==> src/rtl/ioredir_pkg.sv <==
package ioredir_pkg;
  localparam logic [7:0]  IDX_ID       = 8'h00;
  localparam logic [7:0]  IDX_VER      = 8'h01;
  localparam logic [7:0]  IDX_TBL_BASE = 8'h10;
  localparam logic [7:0]  OFS_SEL      = 8'h00;
  localparam logic [7:0]  OFS_WIN      = 8'h10;
  localparam logic [7:0]  VERSION_NUM  = 8'h11;
  localparam logic [31:0] LO_RESET     = 32'h0001_0000;
  localparam int          MASK_BIT     = 16;

  typedef enum logic [1:0] {
    TGT_NONE = 2'd0,
    TGT_ID   = 2'd1,
    TGT_VER  = 2'd2,
    TGT_TBL  = 2'd3
  } target_e;
endpackage

==> src/rtl/ioredir_select.sv <==
module ioredir_select (
  input  logic       clk_i,
  input  logic       rst_ni,
  input  logic       wr_i,
  input  logic [7:0] wdata_i,
  output logic [7:0] sel_o
);
  always_ff @(posedge clk_i or negedge rst_ni) begin
    if (!rst_ni)   sel_o <= 8'h00;
    else if (wr_i) sel_o <= wdata_i;
  end

  assert_sel_wr_R2: assert property (@(posedge clk_i) disable iff (!rst_ni)
    wr_i |=> sel_o == $past(wdata_i));
  assert_sel_hold_R2: assert property (@(posedge clk_i) disable iff (!rst_ni)
    !wr_i |=> $stable(sel_o));
endmodule

==> src/rtl/ioredir_decode.sv <==
module ioredir_decode
  import ioredir_pkg::*;
#(
  parameter int NUM_LINES = 24,
  localparam int EW = (NUM_LINES > 1) ? $clog2(NUM_LINES) : 1
) (
  input  logic [7:0]    sel_i,
  output target_e       tgt_o,
  output logic [EW-1:0] entry_o,
  output logic          half_o
);
  logic [8:0] off;
  logic       tbl_hit;

  assign off     = {1'b0, sel_i} - {1'b0, IDX_TBL_BASE};
  assign tbl_hit = (sel_i >= IDX_TBL_BASE) && (off < 9'(2 * NUM_LINES));
  assign entry_o = off[EW:1];
  assign half_o  = off[0];

  always_comb begin
    if (sel_i == IDX_ID)       tgt_o = TGT_ID;
    else if (sel_i == IDX_VER) tgt_o = TGT_VER;
    else if (tbl_hit)          tgt_o = TGT_TBL;
    else                       tgt_o = TGT_NONE;
  end
endmodule

==> src/rtl/ioredir_entry.sv <==
module ioredir_entry
  import ioredir_pkg::*;
(
  input  logic        clk_i,
  input  logic        rst_ni,
  input  logic        wr_lo_i,
  input  logic        wr_hi_i,
  input  logic [31:0] wdata_i,
  output logic [31:0] lo_o,
  output logic [31:0] hi_o,
  output logic        mask_o,
  output logic [7:0]  vec_o,
  output logic [7:0]  dest_o
);
  always_ff @(posedge clk_i or negedge rst_ni) begin
    if (!rst_ni) begin
      lo_o <= LO_RESET;
      hi_o <= '0;
    end else begin
      if (wr_lo_i) lo_o <= wdata_i;
      if (wr_hi_i) hi_o <= wdata_i;
    end
  end

  assign mask_o = lo_o[MASK_BIT];
  assign vec_o  = lo_o[7:0];
  assign dest_o = hi_o[31:24];

  assert_lo_wr_mask_R6: assert property (@(posedge clk_i) disable iff (!rst_ni)
    wr_lo_i |=> (mask_o == $past(wdata_i[MASK_BIT])) && (vec_o == $past(wdata_i[7:0])));
  assert_hi_wr_dest_R6: assert property (@(posedge clk_i) disable iff (!rst_ni)
    wr_hi_i |=> dest_o == $past(wdata_i[31:24]));
  assert_idle_stable_R7: assert property (@(posedge clk_i) disable iff (!rst_ni)
    (!wr_lo_i && !wr_hi_i) |=> ($stable(lo_o) && $stable(hi_o)));
endmodule

==> src/rtl/ioredir_table.sv <==
module ioredir_table
  import ioredir_pkg::*;
#(
  parameter int         NUM_LINES = 24,
  parameter int         ADDR_W    = 8,
  parameter logic [7:0] ID_RESET  = 8'h00,
  localparam int EW = (NUM_LINES > 1) ? $clog2(NUM_LINES) : 1
) (
  input  logic                   clk_i,
  input  logic                   rst_ni,
  input  logic                   bus_en_i,
  input  logic                   bus_we_i,
  input  logic [ADDR_W-1:0]      bus_addr_i,
  input  logic [31:0]            bus_wdata_i,
  output logic [31:0]            bus_rdata_o,
  output logic [NUM_LINES-1:0]   line_mask_o,
  output logic [8*NUM_LINES-1:0] line_vec_o,
  output logic [8*NUM_LINES-1:0] line_dest_o
);
  localparam logic [7:0] LAST_IDX = 8'(NUM_LINES - 1);

  logic          hit_sel, hit_win, sel_wr, win_wr, rd_req;
  logic [7:0]    sel_q, id_q;
  target_e       tgt;
  logic [EW-1:0] entry_idx;
  logic          half;
  logic [31:0]   lo_arr [NUM_LINES];
  logic [31:0]   hi_arr [NUM_LINES];
  logic [31:0]   win_val, rd_val;

  assign hit_sel = bus_addr_i == ADDR_W'(OFS_SEL);
  assign hit_win = bus_addr_i == ADDR_W'(OFS_WIN);
  assign sel_wr  = bus_en_i && bus_we_i && hit_sel;
  assign win_wr  = bus_en_i && bus_we_i && hit_win;
  assign rd_req  = bus_en_i && !bus_we_i;

  ioredir_select u_sel (
    .clk_i   (clk_i),
    .rst_ni  (rst_ni),
    .wr_i    (sel_wr),
    .wdata_i (bus_wdata_i[7:0]),
    .sel_o   (sel_q)
  );

  ioredir_decode #(.NUM_LINES(NUM_LINES)) u_dec (
    .sel_i   (sel_q),
    .tgt_o   (tgt),
    .entry_o (entry_idx),
    .half_o  (half)
  );

  always_ff @(posedge clk_i or negedge rst_ni) begin
    if (!rst_ni)                        id_q <= ID_RESET;
    else if (win_wr && tgt == TGT_ID)   id_q <= bus_wdata_i[31:24];
  end

  for (genvar gi = 0; gi < NUM_LINES; gi++) begin : g_ent
    logic wr_here;
    assign wr_here = win_wr && (tgt == TGT_TBL) && (entry_idx == EW'(gi));
    ioredir_entry u_ent (
      .clk_i   (clk_i),
      .rst_ni  (rst_ni),
      .wr_lo_i (wr_here && !half),
      .wr_hi_i (wr_here && half),
      .wdata_i (bus_wdata_i),
      .lo_o    (lo_arr[gi]),
      .hi_o    (hi_arr[gi]),
      .mask_o  (line_mask_o[gi]),
      .vec_o   (line_vec_o[8*gi +: 8]),
      .dest_o  (line_dest_o[8*gi +: 8])
    );
  end

  always_comb begin
    case (tgt)
      TGT_ID:  win_val = {id_q, 24'h0};
      TGT_VER: win_val = {8'h00, LAST_IDX, 8'h00, VERSION_NUM};
      TGT_TBL: win_val = half ? hi_arr[entry_idx] : lo_arr[entry_idx];
      default: win_val = '0;
    endcase
  end

  always_comb begin
    if (hit_sel)      rd_val = {24'h0, sel_q};
    else if (hit_win) rd_val = win_val;
    else              rd_val = '0;
  end

  always_ff @(posedge clk_i or negedge rst_ni) begin
    if (!rst_ni)     bus_rdata_o <= '0;
    else if (rd_req) bus_rdata_o <= rd_val;
  end

  assert_rd_unmapped_zero_R8: assert property (@(posedge clk_i) disable iff (!rst_ni)
    (rd_req && !hit_sel && !hit_win) |=> bus_rdata_o == 32'h0);
  assert_rd_hold_R9: assert property (@(posedge clk_i) disable iff (!rst_ni)
    !rd_req |=> $stable(bus_rdata_o));
  assert_ver_ro_R4: assert property (@(posedge clk_i) disable iff (!rst_ni)
    (win_wr && tgt == TGT_VER) |=> ($stable(id_q) && $stable(sel_q)));
  assert_id_only_on_idx0_R7: assert property (@(posedge clk_i) disable iff (!rst_ni)
    !(win_wr && tgt == TGT_ID) |=> $stable(id_q));
endmodule

==> config.mk <==
export PLATFORM = sky130hd
export DESIGN_NAME = ioredir_table
export DESIGN_NICKNAME = d
export VERILOG_FILES = /design/src/rtl/ioredir_pkg.sv /design/src/rtl/ioredir_select.sv /design/src/rtl/ioredir_decode.sv /design/src/rtl/ioredir_entry.sv /design/src/rtl/ioredir_table.sv
export SDC_FILE = /design/constraint.sdc
export NUM_CORES = 2
export LEC_CHECK = 0
export ABC_AREA = 1
export BUFFER_PORTS_ARGS = -buffer_cell sky130_fd_sc_hd__buf_4
export CAP_MARGIN = 20
export CELL_PAD_IN_SITES_DETAIL_PLACEMENT = 0
export CELL_PAD_IN_SITES_GLOBAL_PLACEMENT = 1
export CORE_AREA = 4 4 479 386
export DETAILED_ROUTE_END_ITERATION = 10
export DIE_AREA = 0 0 483 390
export GPL_TIMING_DRIVEN = 0
export PLACE_DENSITY = 0.83
export SLEW_MARGIN = 20
export SYNTH_ARGS = -nofsm -noshare
export SYNTH_HDL_FRONTEND = slang
export SYNTH_SLANG_ARGS = --single-unit
==> constraint.sdc <==
create_clock -name clk_i -period 6.2 [get_ports clk_i]
set_clock_uncertainty 0.2 [all_clocks]
set_input_delay 0.62 -clock clk_i [delete_from_list [all_inputs] [get_ports clk_i]]
set_output_delay 0.62 -clock clk_i [all_outputs]
set_load 0.05 [all_outputs]
* Yosys cells after proc, flatten, opt, wreduce, memory -nomap -nowiden
Cells that the tools add are included.
** Storage, ports and cells
- Bits in registers :: 1584
- Output and inout port bits :: 440
** Operators by class
- Order comparisons :: 3
- Bitwise logic cells :: 1
- Multiplexer cells :: 13
- Add/sub/neg operators :: 1
- Eq/ne operators :: 28
- Reduce and logical (&&, ||, !) cells :: 84
** Operators by type and width (number)
- binary-select mux 32 bit (select 5 bit) :: 2
- 2-to-1 mux 32 bit :: 7
- one-hot mux 32 bit (3 select lines) :: 1
- logical AND 1 bit :: 79
- equality test 5 x 4 -> 1 bit (second input constant) :: 8
- equality test 5 bit (second input constant) :: 8
- equality test 5 x 3 -> 1 bit (second input constant) :: 4
- logical NOT 8 bit :: 2
- equality test 5 x 2 -> 1 bit (second input constant) :: 2
- < comparator 9 x 6 -> 1 bit (second input constant) :: 1
- subtractor 8 x 5 -> 9 bit (second input constant) :: 1
- equality test 8 x 1 -> 1 bit (second input constant) :: 1
- equality test 8 x 5 -> 1 bit (second input constant) :: 1
- >= comparator 8 x 5 -> 1 bit (second input constant) :: 1
- >= comparator 6 bit (second input constant) :: 1
- 2-to-1 mux 2 bit :: 3
- NOT 5 -> 6 bit :: 1
- equality test 5 x 1 -> 1 bit (second input constant) :: 1
- logical NOT 5 bit :: 1
- equality test 2 bit (second input constant) :: 2
- equality test 2 x 1 -> 1 bit (second input constant) :: 1
- logical NOT 1 bit :: 2

* Longest topological paths before layout
- Depth after elaboration :: 10
- Depth in mapped cells :: 17
- Mapped depth without buffers :: 15

* Cells and area by module
Synthesis repeated with hierarchy kept, for this count alone.
** Unflattened totals
- Cells, all modules :: 9959
- Area total of the unflattened synthesis :: 79123.4 um^2
** Modules (own cells, without submodules)
- ioredir_entry :: area an instance 2663.8 um^2, times used 24, cells each 289
- ioredir_table :: area an instance 14746.6 um^2, times used 1, cells each 2961
- ioredir_select :: area an instance 305.3 um^2, times used 1, cells each 34
- ioredir_decode :: area an instance 140.1 um^2, times used 1, cells each 28

* Worst setup path after synthesis
OpenSTA, ideal clock, no wires.
- Kind :: flip-flop to flip-flop
- Start point :: reg u_sel.sel_o[4]
- End point :: reg g_ent[15].u_ent.lo_o[3]
- Library setup time :: 132 ps
- Cell stages (with the launch flop) :: 17
- Data arrival time :: 2444 ps
- Required time :: 5868 ps
- Buffers on the path :: 5
- Slack :: 3424 ps
- Path through :: dfrtp_1 -> clkbuf_1 -> inv_1 -> ha_1 -> buf_2 -> inv_2 -> nand2_1 -> a21oi_1 -> nor3_2 -> inv_2 -> nor3_4 -> buf_4 -> buf_6 -> nand3_2 -> buf_2 -> nand2_1 -> o21ai_1
** On the way
- Cells in the longest elaborated chain, start to end :: 10
- Elaborated cells between the ends (all ways) :: 14
** RTL lines
- start, declared :: line ioredir_select.sv:6 : output logic [7:0] sel_o
- start signal, assigned :: line ioredir_select.sv:10 : else if (wr_i) sel_o <= wdata_i;
- subtractor 8 x 5 -> 9 bit :: line ioredir_decode.sv:15 : assign off = {1'b0, sel_i} - {1'b0, IDX_TBL_BASE};
- < comparator 9 x 6 -> 1 bit :: line ioredir_decode.sv:16 : assign tbl_hit = (sel_i >= IDX_TBL_BASE) && (off < 9'(2 * NUM_LINES));
- logical AND 1 bit :: line ioredir_decode.sv:16
- 2-to-1 mux 2 bit :: line ioredir_decode.sv:23 : else if (tbl_hit) tgt_o = TGT_TBL;
- 2-to-1 mux 2 bit :: line ioredir_decode.sv:22 : else if (sel_i == IDX_VER) tgt_o = TGT_VER;
- 2-to-1 mux 2 bit :: line ioredir_decode.sv:21 : if (sel_i == IDX_ID) tgt_o = TGT_ID;
- equality test 2 bit :: line ioredir_table.sv:59 : assign wr_here = win_wr && (tgt == TGT_TBL) && (entry_idx == EW'(gi));
- logical AND 1 bit :: line ioredir_table.sv:59
- logical AND 1 bit (*) :: line ioredir_table.sv:59
- logical AND 1 bit (*) :: line ioredir_table.sv:63 : .wr_lo_i (wr_here && !half),
- end signal, assigned :: line ioredir_entry.sv:20 : if (wr_lo_i) lo_o <= wdata_i;
- end, declared :: line ioredir_entry.sv:9 : output logic [31:0] lo_o,
Mark *: on every way between the ends. The rest lies on a longest branch, timed or not.
A chain may end at the register's enable or synchronous reset.

* Worst setup path after layout
- Start point :: reg u_sel.sel_o[1]
- End point :: reg bus_rdata_o[14]
** On the way
- Cells in the longest elaborated chain, start to end :: 10
- Elaborated cells between the ends (all ways) :: 23
** RTL lines
- subtractor 8 x 5 -> 9 bit :: line ioredir_decode.sv:15
- < comparator 9 x 6 -> 1 bit :: line ioredir_decode.sv:16
- logical AND 1 bit :: line ioredir_decode.sv:16
- 2-to-1 mux 2 bit :: line ioredir_decode.sv:23
- 2-to-1 mux 2 bit :: line ioredir_decode.sv:22
- 2-to-1 mux 2 bit :: line ioredir_decode.sv:21
- equality test 2 bit or equality test 2 x 1 -> 1 bit (tied branches) :: line ioredir_table.sv:75 : case (tgt)
- one-hot mux 32 bit (3 select lines) (*) :: line ioredir_table.sv:75
- 2-to-1 mux 32 bit (*) :: line ioredir_table.sv:85 : else if (hit_win) rd_val = win_val;
- 2-to-1 mux 32 bit (*) :: line ioredir_table.sv:84 : if (hit_sel) rd_val = {24'h0, sel_q};
- end signal, assigned :: line ioredir_table.sv:91 : else if (rd_req) bus_rdata_o <= rd_val;
- end, declared :: line ioredir_table.sv:15 : output logic [31:0] bus_rdata_o,
Mark *: on every way between the ends. The rest lies on a longest branch, timed or not. The select of a mux whose other input is x is not followed.

==> flow_summary.toml <==
[run_status]
outcome = "finished clean"

[worst_setup_path]
r2r_end = "bus_rdata_o[14]"
critical_path.max_fanout = 10
cp.required_ns = 6.75
regToRegStartpoint = "u_sel.sel_o[1]"
crit_type = "reg2reg"
startpoint_type = "flop"
worst_path_max_delay_cell = "sky130_fd_sc_hd__clkbuf_1"
reg2reg_slack_ns = 0.82
cp_num_buf_inv = 5
most_used_cell_along_the_critical_path = "sky130_fd_sc_hd__nand2_1"
crit_path_cell_trace = "buf_2 > inv_2 > nand2_1 > clkbuf_2 > clkbuf_1 > o22ai_1 > o21ai_0 > nand2_1 > inv_1 > nand4_1 > nand3_1 > nand2_1 > nand2_1"
critPathTopFamily = "buffers and inverters"
setup.worst_path.end_class = "flop"
critical_path_arrival_ns = 5.93
reg2reg_depth = 13
max_stage_delay_ns = 0.87

[die]
top_level_ports = 484
placeableCoreArea_um2 = 179000
floorplan.initialDensity_pct = 40.0
num_rows = 139
floorplan.die.width_um = 483
die_area_um2 = 188000
fp.dieH_um = 390

[global_routing]
largest_net_degree_at_the_start_of_global_routing = 150
overflow = 0
antenna_found_initial = 16
grt_pass1_vias = 65287
gr-usage-all-layers_pct = 36.7
grt_first_pass_wirelength_um = 492000

[pwr]
power_switching_share_pct = 25.3
static-leakage-power_uw = 0.0405
clockPowerShare_pct = 46.4
power_per_unit_of_standard_cell_area_nw_per_um2 = 257
max-vdd-ir-drop_v = 0.000293
comb_power_share_pct = 5.9
power.internal_uw = 16200
switching_power_summed_over_all_nets_uw = 5490
power.sequential.fraction_pct = 47.7

[sta]
min_period_over_period_pct = 86.7
timing_worst_slew_pin_value_ns = 1.39
report.final.slew_viol_count = 0
timing.final.setup_violations = 0
max_freq_mhz = 186
timing.final.crit_period_ns = 5.38
rsz0062_at_grt = "false"
finalHoldViolCount = 0
slew_headroom_pct = 7.31
timing.setup.tns_ns = 0

[yosys]
yosysWarningCount = 0
synth_top_cells_by_area = "sky130_fd_sc_hd__dfrtp_1, sky130_fd_sc_hd__nand2_1, sky130_fd_sc_hd__o21ai_0, sky130_fd_sc_hd__o21ai_1, sky130_fd_sc_hd__buf_4"
syn-cell-area_um2 = 71700
synth_top_cell_area_share_pct = 54.4
syn_avg_cell_area_um2 = 8.38
seq_cells_post_synth = 1584
synthDistinctLibCells = 30
netlist_instances = 8562
ys_seq_area_share_pct = 55.3
synth_top_area_cell = "sky130_fd_sc_hd__dfrtp_1"
syn_nets = 8607

[clock_tree]
cts_max_path_buffers = 3
clkSinkCount = 1584
worstSkewPairLatency_ns = 0.84
cts_made_buffers = 157
htree_num_levels = 4
cts_resized = 0
cts_tree = "done"
clock_tree.root_cell = "sky130_fd_sc_hd__clkbuf_16"
cts.reportedPaths.clkPinSlew_ns = 0.06
quantity_of_hold_fixing_buffers_added_after_cts = 1
postCtsSetupRepairBufs = 0

[drt]
routed_wl_um = 357000
final_antenna_net_count = 0
wl_per_cell_um = 30.4
detail_route.first_pass.iterations = 8
drcViolationCount = 0
route.vias.total = 70306
route.detailed.vias_per_inst = 5.98
first_iter_violations = 11571

[placement]
placed_cell_area_um2 = 79000
io_buffers = 483
hpwlAfterDp_um = 266000
finalWeightedCongestion = 1.03

[layout]
area_growth_pct = 17.5
final_core_utilization_pct = 47.0
fin_nets = 9272
drive_gt1_share_pct = 15.3
layout_fillers = 17650
post-route-cell-area_um2 = 84300

[worst_hold_path]
timing.hold.worst.class = "in2reg"
min_delay_worst_endpoint = "bus_rdata_o[4]"
timing.hold.worst.start = "bus_addr_i[4]"
worst_hold_path.num_cells = 4

[run]
timing.max_cap.violations = 0
synth_stat cells, drive strengths merged:
cell type and number:
nand4 70, clkbuf 525, ha 1, inv 108
o22a 30, nor4 1, buf 587, dfstp 24
nor3b 1, nor3 8, a21oi 117, dfrtp 1560
nor2 695, and3 1, o22ai 261, o21ai 1698
nand2 2624, a22oi 110, nand3 140, clkinv 1
flip-flops by register name, summed over array words and instances (netlist names):
name and cells:
u_sel.sel_o 8, id_q 8, g_ent.u_ent.lo_o 768, g_ent.u_ent.hi_o 768, bus_rdata_o 32
routing by layer:
metal,routed length (um),GRT usage [%],up-vias,share of wire (%)
li1,-,-,29183,-
met2,143000,50.6,5569,40
met4,24100,21.2,8,6.7
met1,138000,49.5,34503,38
met3,52500,13.5,1043,15
met5,92,0,-,0.026
worst register-to-register path, stage by stage, from the launching register on:
cell and delay, ns:
sky130_fd_sc_hd__dfrtp_1 0.55, sky130_fd_sc_hd__buf_2 0.31, sky130_fd_sc_hd__inv_2 0.12, sky130_fd_sc_hd__nand2_1 0.51, sky130_fd_sc_hd__clkbuf_2 0.79, sky130_fd_sc_hd__clkbuf_1 0.88, sky130_fd_sc_hd__o22ai_1 0.23, sky130_fd_sc_hd__o21ai_0 0.71
sky130_fd_sc_hd__nand2_1 0.12, sky130_fd_sc_hd__inv_1 0.09, sky130_fd_sc_hd__nand4_1 0.20, sky130_fd_sc_hd__nand3_1 0.37, sky130_fd_sc_hd__nand2_1 0.16, sky130_fd_sc_hd__nand2_1 0.08
placed cells by master (no fill, tap or decap), types with 110 or more instances in the layout:
master                         n
sky130_fd_sc_hd__buf_4       893
sky130_fd_sc_hd__o21ai_0    1045
sky130_fd_sc_hd__a21oi_1     117
sky130_fd_sc_hd__buf_2       133
sky130_fd_sc_hd__nand2_1    2624
sky130_fd_sc_hd__nor2_1      693
sky130_fd_sc_hd__o22ai_1     261
sky130_fd_sc_hd__o21ai_1     653
sky130_fd_sc_hd__clkbuf_16   162
sky130_fd_sc_hd__clkbuf_1    508
sky130_fd_sc_hd__a22oi_1     110
sky130_fd_sc_hd__dfrtp_1    1560
worst max-delay path by stage:
stage                   startpoint                       to  slack, ns  depth (start not counted)
floorplan           u_sel.sel_o[4]  g_ent[15].u_ent.lo_o[3]       3.42                         16
global placement            rst_ni  g_ent[6].u_ent.hi_o[26]     -15.11                          1
detailed placement  u_sel.sel_o[1]          bus_rdata_o[14]       1.31                         13
CTS                 u_sel.sel_o[1]          bus_rdata_o[14]       1.26                         13
global route        u_sel.sel_o[1]          bus_rdata_o[13]       1.04                         13
finish              u_sel.sel_o[1]          bus_rdata_o[14]       0.82                         13
power groups by stage:
stage	clock, uW	combinational (uW)	sequential, uW
finish	10100	1280	10400
global route	10400	1320	10300
detailed placement	0	1230	10500
global placement	0	1180	10600
floorplan	0	421	10600
CTS	10000	1230	10400
kinds of logic after synthesis:
logic type | after synthesis | share of synthesized area, %
AO/OA/AOI/OAI | 2216 | 16.5
adder cells (fa/ha/maj) | 1 | 0.0174
buffers and inverters | 1221 | 8.75
flip-flops | 1584 | 55.3
AND/OR/NAND/NOR | 3540 | 19.5
final cells by class:
type                            instances  area [um^2]  share of cell area (%)
Sequential cell                      1584        39700                    47.1
Buffer                               1112         5970                    7.09
Multi-Input combinational cell       5757        25800                    30.6
Tap cell                             2397         3000                    3.56
Clock inverter                         48          554                   0.658
Antenna cell                           14         35.0                  0.0416
Inverter                              109          409                   0.485
Clock buffer                          235         4670                    5.54
Timing Repair Buffer                  506         4180                    4.96
per-stage QoR:
stage / hold slack, ns / total power, uW / std cells / setup slack [ns]
2_1_floorplan: 0.124 / 11000 / 8562 / 3.42
3_3_place_gp: 0.262 / 11700 / 11442 / -15.11
3_5_place_dp: 0.270 / 11800 / 11461 / 1.31
4_1_cts: 0.0433 / 21600 / 11745 / 1.26
5_1_grt: 0.101 / 22100 / 11749 / 1.04
6_report: 0.105 / 21700 / 11762 / 0.823
(Power assumes the default switching activity.)
